==> src/rtl/bcd_pkg.sv <==
package bcd_pkg;
  localparam int NIB = 4;
  localparam int ZW  = NIB + 1;

  typedef logic [NIB-1:0] digit_t;
  typedef logic [ZW-1:0]  zsum_t;

  function automatic zsum_t raw_total(input digit_t x, input digit_t y, input logic c);
    raw_total = zsum_t'(x) + zsum_t'(y) + zsum_t'(c);
  endfunction

  function automatic logic over_nine(input zsum_t z);
    over_nine = z[4] | (z[3] & z[2]) | (z[3] & z[1]);
  endfunction

  function automatic digit_t fixed_digit(input zsum_t z, input logic fix);
    fixed_digit = fix ? (z[NIB-1:0] + digit_t'(6)) : z[NIB-1:0];
  endfunction

  function automatic digit_t nines_of(input digit_t d);
    nines_of = digit_t'(9) - d;
  endfunction

  function automatic logic nibble_bad(input digit_t d);
    nibble_bad = d[3] & (d[2] | d[1]);
  endfunction
endpackage

==> src/rtl/bcd_nines_map.sv <==
module bcd_nines_map #(
  parameter int DIGITS = 4,
  localparam int W = 4 * DIGITS
) (
  input  logic [W-1:0] b_i,
  input  logic         en_i,
  output logic [W-1:0] b_o
);
  import bcd_pkg::*;
  for (genvar g = 0; g < DIGITS; g++) begin : g_dig
    digit_t d_in;
    assign d_in = b_i[g*NIB +: NIB];
    assign b_o[g*NIB +: NIB] = en_i ? nines_of(d_in) : d_in;
  end
endmodule

==> src/rtl/bcd_digit_stage.sv <==
module bcd_digit_stage (
  input  logic [3:0] a_i,
  input  logic [3:0] b_i,
  input  logic       c_i,
  output logic [3:0] s_o,
  output logic       c_o,
  output logic [4:0] z_o
);
  import bcd_pkg::*;
  zsum_t z;
  logic  fix;
  assign z   = raw_total(a_i, b_i, c_i);
  assign fix = over_nine(z);
  assign s_o = fixed_digit(z, fix);
  assign c_o = fix;
  assign z_o = z;
endmodule

==> src/rtl/bcd_digit_screen.sv <==
module bcd_digit_screen #(
  parameter int DIGITS = 4,
  localparam int W = 4 * DIGITS
) (
  input  logic [W-1:0] a_i,
  input  logic [W-1:0] b_i,
  output logic         bad_o
);
  import bcd_pkg::*;
  logic [2*DIGITS-1:0] hit;
  for (genvar g = 0; g < DIGITS; g++) begin : g_scan
    assign hit[2*g]   = nibble_bad(a_i[g*NIB +: NIB]);
    assign hit[2*g+1] = nibble_bad(b_i[g*NIB +: NIB]);
  end
  assign bad_o = |hit;
endmodule

==> src/rtl/bcd_addsub.sv <==
module bcd_addsub #(
  parameter int DIGITS = 4,
  localparam int W = 4 * DIGITS
) (
  input  logic [W-1:0] a_i,
  input  logic [W-1:0] b_i,
  input  logic         sub_i,
  input  logic         cin_i,
  output logic [W-1:0] sum_o,
  output logic         cout_o,
  output logic         bad_digit_o
);
  import bcd_pkg::*;

  logic [W-1:0]              b_eff;
  logic [DIGITS:0]           carry;
  logic [DIGITS-1:0][ZW-1:0] z_raw;

  bcd_nines_map #(.DIGITS(DIGITS)) u_map (
    .b_i (b_i),
    .en_i(sub_i),
    .b_o (b_eff)
  );

  bcd_digit_screen #(.DIGITS(DIGITS)) u_screen (
    .a_i  (a_i),
    .b_i  (b_i),
    .bad_o(bad_digit_o)
  );

  assign carry[0] = sub_i | cin_i & ~sub_i;

  for (genvar g = 0; g < DIGITS; g++) begin : g_stage
    bcd_digit_stage u_stage (
      .a_i(a_i[g*NIB +: NIB]),
      .b_i(b_eff[g*NIB +: NIB]),
      .c_i(carry[g]),
      .s_o(sum_o[g*NIB +: NIB]),
      .c_o(carry[g+1]),
      .z_o(z_raw[g])
    );
  end

  assign cout_o = carry[DIGITS];
endmodule

==> config.mk <==
export PLATFORM = sky130hd
export DESIGN_NAME = bcd_addsub
export DESIGN_NICKNAME = d
export VERILOG_FILES = /design/src/rtl/bcd_pkg.sv /design/src/rtl/bcd_nines_map.sv /design/src/rtl/bcd_digit_stage.sv /design/src/rtl/bcd_digit_screen.sv /design/src/rtl/bcd_addsub.sv
export SDC_FILE = /design/constraint.sdc
export NUM_CORES = 1
export LEC_CHECK = 0
export ABC_AREA = 1
export BUFFER_PORTS_ARGS = -buffer_cell sky130_fd_sc_hd__buf_4
export CAP_MARGIN = 40
export CORE_ASPECT_RATIO = 0.7
export CORE_MARGIN = 4
export CORE_UTILIZATION = 53
export DETAILED_ROUTE_END_ITERATION = 8
export GPL_TIMING_DRIVEN = 1
export PLACE_DENSITY_LB_ADDON = 0.3
export SETUP_SLACK_MARGIN = 0.1
export SYNTH_ARGS = -nofsm -noshare
export SYNTH_HDL_FRONTEND = slang
export SYNTH_SLANG_ARGS = --single-unit
==> constraint.sdc <==
create_clock -name vclk -period 7
set_input_delay 0 -clock vclk [all_inputs]
set_output_delay 0 -clock vclk [all_outputs]
set_load 0.01 [all_outputs]
==> qor.yml, run 1 <==
floorplan:
  core_um2: 2510
  initial_core_util: 0.565
  die_w_um: 69.9
  die_area_um2: 3590
  fp.dieH_um: 51.3
  pin_count: 52
  fp-row-count: 15
clock_network:
  postCtsSetupRepairBufs: 0
  ctsResizeCount: 0
  cts_hold_buf: 0
logic_synthesis:
  synth_top_area_frac: 0.211
  yosysMostFrequentCell: "nand2_1"
  synthesis.nets: 302
  ys_types: 19
  yosysWarnings: 0
  synth_common_cells: "nand2_1, inv_1, nand3_1"
  synthTopCellsByArea: "ha_1, nand2_1, inv_1"
  netlist_instances: 236
  seq_area_frac_synth: 0
  synth_area_um2: 1420
  syn_avg_cell_area_um2: 6.02
  synth_top_area_cell: "ha_1"
critical_path:
  cp_max_fo: 14
  arrival_ns: 6.26
  worst-setup-path-type: "primary input to output port"
  crit_cells: 36
  startpoint: "sub_i"
  cp-start-kind: "primary input"
  worstPathRequired_ns: 7.00
  cp-end-kind: "output port"
  critical_path_buf_inv_count: 5
  critPathTopFamily: "adder cells"
  cp-endpoint: "sum_o[15]"
  crit_slowest_cell: "fa_1"
  cp_common_cell: "nand2_1"
  cpPeakStageDelay_ns: 0.44
placed_design:
  place_worst_setup_slack_ns: 0.762
  gp_congestion: 0.856
  port-buffer-count: 52
  dp_hpwl_mm: 3.04
routing:
  firstDrtPassIters: 4
  drt_iter0_markers: 87
  vias_per_cell: 4.88
  vias: 1561
  routedWlPerCell_um: 10.2
  ant_nets: 0
  drc: 0
  routed_wl_mm: 3.27
timing:
  finalMaxSlewViolations: 0
  finalSetupTns_ns: 0
  setup_violations: 0
  fin_ws_ns: 0.740
  worst_pin_slew_ns: 0.337
  finalHoldViolCount: 0
  period_share: 0.894
  rsz0062_at_grt: "no"
  min_period_ns: 6.26
  fmax_mhz: 160
  max-slew-margin-rel: 0.775
global_route:
  grt_max_degree: 15
  grt_usage: 0.185
  grt_overflow_total: 0
  grt_first_pass_wirelength_mm: 5.70
  antenna_found_initial: 0
  grt_pass1_vias: 1448
layout:
  diodes: 0
  areaGrowthSynthToFinish_pct: 29.8
  n_sequential_cell: 0
  ff_latch_area_um2: 0
  clkbuf_count: 0
  layout-drive-gt1-share: 0.220
  n_fill_cell: 213
  final_nets: 354
power:
  p_per_area_nw_per_um2: 178
  ir_drop_mv: 0.0833
  p_leak_nw: 1.14
hold_path:
  hold_class: "primary input to output port"
status:
  status: "complete, no violations"
run:
  maxCapViolations: 0
## cell usage in the layout, fill, tap and decap left out, drive strengths merged
master | netlist | layout
nand2 | 73 | 73
nand3 | 32 | 32
o21ai | 13 | 13
buf | 1 | 52
nor2 | 5 | 5
fa | 8 | 8
nand4 | 1 | 1
xnor2 | 4 | 4
ha | 24 | 24
nor3 | 1 | 1
a21oi | 8 | 8
or2 | 1 | 1
inv | 52 | 52
and2 | 1 | 1
nand3b | 11 | 11
## cells by family after synthesis
group / synth area share
AND/OR/NAND/NOR: 0.418
buffers and inverters: 0.143
adder cells (fa/ha/maj): 0.324
AO/OA/AOI/OAI: 0.0898
XOR/XNOR: 0.0246
## through the flow
step	hold WS, ns	area [um^2]	utilization	instances	power [mW]
after floorplan	0.177	1420	-	236	0.210
after global placement	0.390	1850	0.734	320	0.324
after detailed placement	0.378	1850	0.734	320	0.329
after CTS	0.378	1850	0.734	320	0.330
after global routing	0.397	1850	0.734	320	0.375
final	0.381	1850	0.734	320	0.328
## report_power, final
group | internal (mW) | total, mW | switching [mW]
Sequential | 0 | 0 | 0
Clock | 0 | 0 | 0
Combinational | 0.152 | 0.328 | 0.176
## worst min-delay path by stage
stage	from	endpoint	slack, ns	cells after the start
finish	a_i[6]	bad_digit_o	0.38	4
global route	a_i[6]	bad_digit_o	0.40	4
CTS	a_i[14]	bad_digit_o	0.38	4
detailed placement	a_i[6]	bad_digit_o	0.38	4
global placement	a_i[6]	bad_digit_o	0.39	4
floorplan	a_i[14]	bad_digit_o	0.18	2
## layout make-up
class,instances,area (um^2),share of cell area
Inverter,52,195,0.106
Timing Repair Buffer,52,390,0.212
Multi-Input combinational cell,182,1220,0.660
Tap cell,34,42.5,0.0231
## metal layers
metal	track usage	vias to the layer above	share of wire
met1	0.245	684	0.48
met4	0	0	0
met2	0.348	31	0.47
li1	-	846	-
met3	0.0157	0	0.058
met5	0	-	0
No activity file was read; power rests on OpenSTA's default activity.
==> run 2: changes to the inputs <==
--- a/config.mk
+++ b/config.mk
@@ -10,11 +10,12 @@
 export CAP_MARGIN = 40
 export CORE_ASPECT_RATIO = 0.7
 export CORE_MARGIN = 4
-export CORE_UTILIZATION = 53
+export CORE_UTILIZATION = 55
 export DETAILED_ROUTE_END_ITERATION = 8
 export GPL_TIMING_DRIVEN = 1
 export PLACE_DENSITY_LB_ADDON = 0.3
 export SETUP_SLACK_MARGIN = 0.1
 export SYNTH_ARGS = -nofsm -noshare
 export SYNTH_HDL_FRONTEND = slang
+export SYNTH_HIERARCHICAL = 1
 export SYNTH_SLANG_ARGS = --single-unit
==> run 2 against run 1 <==
Net effect:
- power up 2.9%
- design area increased by 6.0%
- area after synthesis grew 11%
- sequential share of layout area is the same
- combinational power rose by 3%
- first-iteration DRC count shrank 33%
- critical path depth rose by 5
- setup slack gained 0.45 ns
- critical endpoint unchanged
==> qor.yml, run 2 <==
global_route:
  grt_pass1_vias: 1624
  grt_overflow_total: 0
  grt_max_degree: 22
  grt_first_pass_wirelength_mm: 6.56
  grt_usage: 0.206
  antenna_found_initial: 0
layout:
  areaGrowthSynthToFinish_pct: 24.1
  n_sequential_cell: 0
  ff_latch_area_um2: 0
  final_cell_mix: "nand2_1, inv_1, buf_4, nand3_1, ha_1"
  layout-drive-gt1-share: 0.257
  diodes: 0
  clkbuf_count: 0
  final_nets: 375
  final_cell_area_um2: 1960
  final_common_cell: "nand2_1"
critical_path:
  cpPeakStageDelay_ns: 0.44
  critPathTopFamily: "adder cells"
  cp-end-kind: "output port"
  crit_slowest_cell: "fa_1"
  worstPathRequired_ns: 7.00
  critical_path_buf_inv_count: 14
  worst-setup-path-type: "primary input to output port"
  cp_max_fo: 21
  arrival_ns: 5.81
  cp-start-kind: "primary input"
  cp_common_cell: "inv_1"
placed_design:
  place_worst_setup_slack_ns: 1.20
  gp_congestion: 0.860
  placed_cell_area_um2: 1960
  dp_hpwl_mm: 3.30
  port-buffer-count: 52
routing:
  firstDrtPassIters: 4
  vias_per_cell: 4.82
  vias: 1663
  routed_wl_mm: 3.59
  ant_nets: 0
  drc: 0
  routedWlPerCell_um: 10.4
  drt_iter0_markers: 58
logic_synthesis:
  yosysWarnings: 6
  synthesis.nets: 327
  synth_area_um2: 1580
  syn_avg_cell_area_um2: 5.95
  netlist_instances: 265
timing:
  finalHoldViolCount: 0
  rsz0062_at_grt: "no"
  setup_violations: 0
  max-slew-margin-rel: 0.802
  fin_ws_ns: 1.19
  worst_pin_slew_ns: 0.295
  finalSetupTns_ns: 0
  finalMaxSlewViolations: 0
  fmax_mhz: 172
  period_share: 0.831
  min_period_ns: 5.81
floorplan:
  fp-row-count: 15
  fp.dieH_um: 52.8
  initial_core_util: 0.609
  die_w_um: 72.0
  pin_count: 52
  die_area_um2: 3800
  core_um2: 2590
power:
  p_per_area_nw_per_um2: 173
  ir_drop_mv: 0.108
  p_leak_nw: 1.26
hold_path:
  hold_class: "primary input to output port"
clock_network:
  cts_hold_buf: 0
  ctsResizeCount: 0
  postCtsSetupRepairBufs: 0
status:
  status: "complete, no violations"
run:
  maxCapViolations: 0
==> run 2: cell types whose count changed in the layout (fill, tap and decap cells not counted), moves of 3 or more <==
cell      before  now
xnor2_1        4    1
nand3b_1      11    0
nand3_2        5   10
o21ai_1        0    8
nand2_2        4    7
nand2_1       69   75
o21ai_0       13    4
nand2_4        0    4
ha_1          24   20
inv_1         52   64
inv_2          0    3
nand3_1       27   36
xor2_1         0    4
==> run 2: worst min-delay path, stage by stage <==
cell     delay (ns)
buf_4          0.08
o21ai_1        0.05
nand2_1        0.05
nor2_1         0.04
nand2_1        0.04
buf_4          0.12
==> run 2: metrics by stage <==
stage          power [mW]  hold WS (ns)  cells  utilization
6_report            0.338         0.378    345        0.756
5_1_grt             0.386         0.408    345        0.756
3_5_place_dp        0.338         0.385    345        0.756
3_3_place_gp        0.330         0.382    345        0.756
4_1_cts             0.340         0.386    345        0.756
2_1_floorplan       0.222         0.197    265            -
==> run 2: path summary, 6_finish.rpt <==
kind / end / slack (ns) / from / cells after the start
max: sum_o[15] / 1.19 / sub_i / 41
min: bad_digit_o / 0.38 / b_i[14] / 6
==> run 2: where the power goes <==
part	switching, mW	internal (mW)
clock network	0	0
registers	0	0
logic	0.188	0.150
total	0.188	0.150
==> run 2: routing by layer <==
layer	vias up	share of wire	global-route usage
met5	-	0	0
met2	49	0.45	0.378
met3	0	0.083	0.0249
met4	0	0	0.00625
met1	707	0.47	0.273
li1	907	-	-
==> run 2: cell type report <==
class	instances	area, um^2
multi-input combinational	192	1270
inverter	67	251
tap	34	42.5
fill	231	633
timing repair buffer	52	390
==> run 3: changes to the inputs <==
--- a/config.mk
+++ b/config.mk
@@ -10,7 +10,7 @@
 export CAP_MARGIN = 40
 export CORE_ASPECT_RATIO = 0.7
 export CORE_MARGIN = 4
-export CORE_UTILIZATION = 55
+export CORE_UTILIZATION = 49
 export DETAILED_ROUTE_END_ITERATION = 8
 export GPL_TIMING_DRIVEN = 1
 export PLACE_DENSITY_LB_ADDON = 0.3
==> constraint.sdc (replaced) <==
create_clock -name vclk -period 4.9
set_input_delay 0 -clock vclk [all_inputs]
set_output_delay 0 -clock vclk [all_outputs]
set_load 0.01 [all_outputs]
==> run 3 against run 2 <==
Net effect:
- the run now ends with negative setup slack left
- power is 98% higher
- combinational power is 97% higher
- first-iteration DRC count down 40%
- routed wire length increased by 31%
- sequential share of layout area stayed put
- cell count up 12%
- design area is 24% higher
- largest power group unchanged
- highest routed layer is now met4
==> qor.yml, run 3 (synthesis gave the netlist of run 2 again) <==
layout:
  post-route-util: 0.826
  final_cell_mix: "buf_4, nand2_1, inv_1, nand3_1, nand2_2"
  ff_latch_area_um2: 0
  final_nets: 413
  final_common_cell: "buf_4"
  layout-drive-gt1-share: 0.476
  n_sequential_cell: 0
  n_fill_cell: 203
  areaGrowthSynthToFinish_pct: 54.2
  clkbuf_count: 0
  diodes: 0
  multi_input_area_um2: 1420
power:
  clockPowerShare: 0
  p_per_area_nw_per_um2: 274
  combPwrFrac: 1.000
  p_leak_nw: 1.45
  power_frac_seq: 0
  switching_power_mw: 0.337
  ir_drop_mv: 0.173
  p_int_mw: 0.330
  p_sw_frac: 0.505
global_route:
  grt_first_pass_wirelength_mm: 8.02
  grt_usage: 0.228
  antenna_found_initial: 0
  grt_max_degree: 20
  grt_pass1_vias: 1943
  grt_overflow_total: 0
floorplan:
  fp-row-count: 16
  die_w_um: 75.8
  pin_count: 52
  fp.dieH_um: 55.5
  initial_core_util: 0.536
  die_area_um2: 4200
  core_um2: 2940
critical_path:
  cpPeakStageDelay_ns: 0.56
  cp-end-kind: "output port"
  arrival_ns: 5.11
  cp_max_fo: 3
  worst-setup-path-type: "primary input to output port"
  worstPathRequired_ns: 4.90
  cp-start-kind: "primary input"
  cp_common_cell: "inv_2"
  crit_slowest_cell: "fa_2"
timing:
  fin_ws_ns: -0.211
  finalHoldViolCount: 0
  period_share: 1.04
  fmax_mhz: 196
  finalMaxSlewViolations: 0
  setup_violations: 4
  holdWs_ns: 0.400
  rsz0062_at_grt: "yes"
  max-slew-margin-rel: 0.847
  finalSetupTns_ns: -0.595
  min_period_ns: 5.11
  worst_pin_slew_ns: 0.229
routing:
  drt_iter0_markers: 35
  ant_nets: 0
  vias: 1907
  routed_wl_mm: 4.71
  drc: 0
  vias_per_cell: 4.95
  routedWlPerCell_um: 12.2
  firstDrtPassIters: 4
clock_network:
  cts_hold_buf: 0
run:
  maxCapViolations: 0
hold_path:
  hold_class: "primary input to output port"
status:
  violations: "negative setup slack"
  status: "finished, violations left"
placed_design:
  port-buffer-count: 52
  dp_hpwl_mm: 3.62
  gp_congestion: 0.878
==> run 3: layout make-up <==
type | instances | area share
multi-input cells | 192 | 0.584
well taps | 36 | 0.0185
repair buffers | 90 | 0.292
inverters | 67 | 0.106
==> run 3: repair_timing <==
item                                    CTS  global route
setup buffers                             8             1
endpoints found under the setup margin    4             4
pin swaps                                23             3
resized for setup                        28             8
==> run 3: layer usage <==
layer	wire length [um]	GRT usage	vias up
li1	-	-	979
met3	227	0.0181	16
met5	0	0	-
met4	131	0.0599	0
met2	2350	0.396	58
met1	2000	0.294	854
==> run 3: path summary, 6_finish.rpt <==
| check | start | end | slack, ns | cells after the start |
|---|---|---|---|---|
| min | a_i[3] | bad_digit_o | 0.40 | 6 |
| max | b_i[0] | sum_o[15] | -0.21 | 38 |
==> run 3: power groups by stage <==
stage	registers, mW	logic, mW	clock network, mW
4_1_cts	0	0.643	0
6_report	0	0.667	0
5_1_grt	0	0.737	0
2_1_floorplan	0	0.347	0
3_5_place_dp	0	0.588	0
3_3_place_gp	0	0.574	0
==> run 3: critical path, delay by kind of cell <==
family / cells / cell delay (ns)
adder cells (fa/ha/maj): 9 / 3.17
buffers and inverters: 15 / 0.90
AND/OR/NAND/NOR: 13 / 0.89
XOR/XNOR: 1 / 0.14
==> run 3: per-stage QoR <==
stage	area, um^2	cells	power [mW]	setup slack [ns]
after floorplan	1630	265	0.347	-0.154
after global placement	2230	376	0.574	-0.348
after detailed placement	2230	376	0.588	-0.479
after CTS	2390	384	0.643	-0.151
after global routing	2430	385	0.737	-0.486
final	2430	385	0.667	-0.211
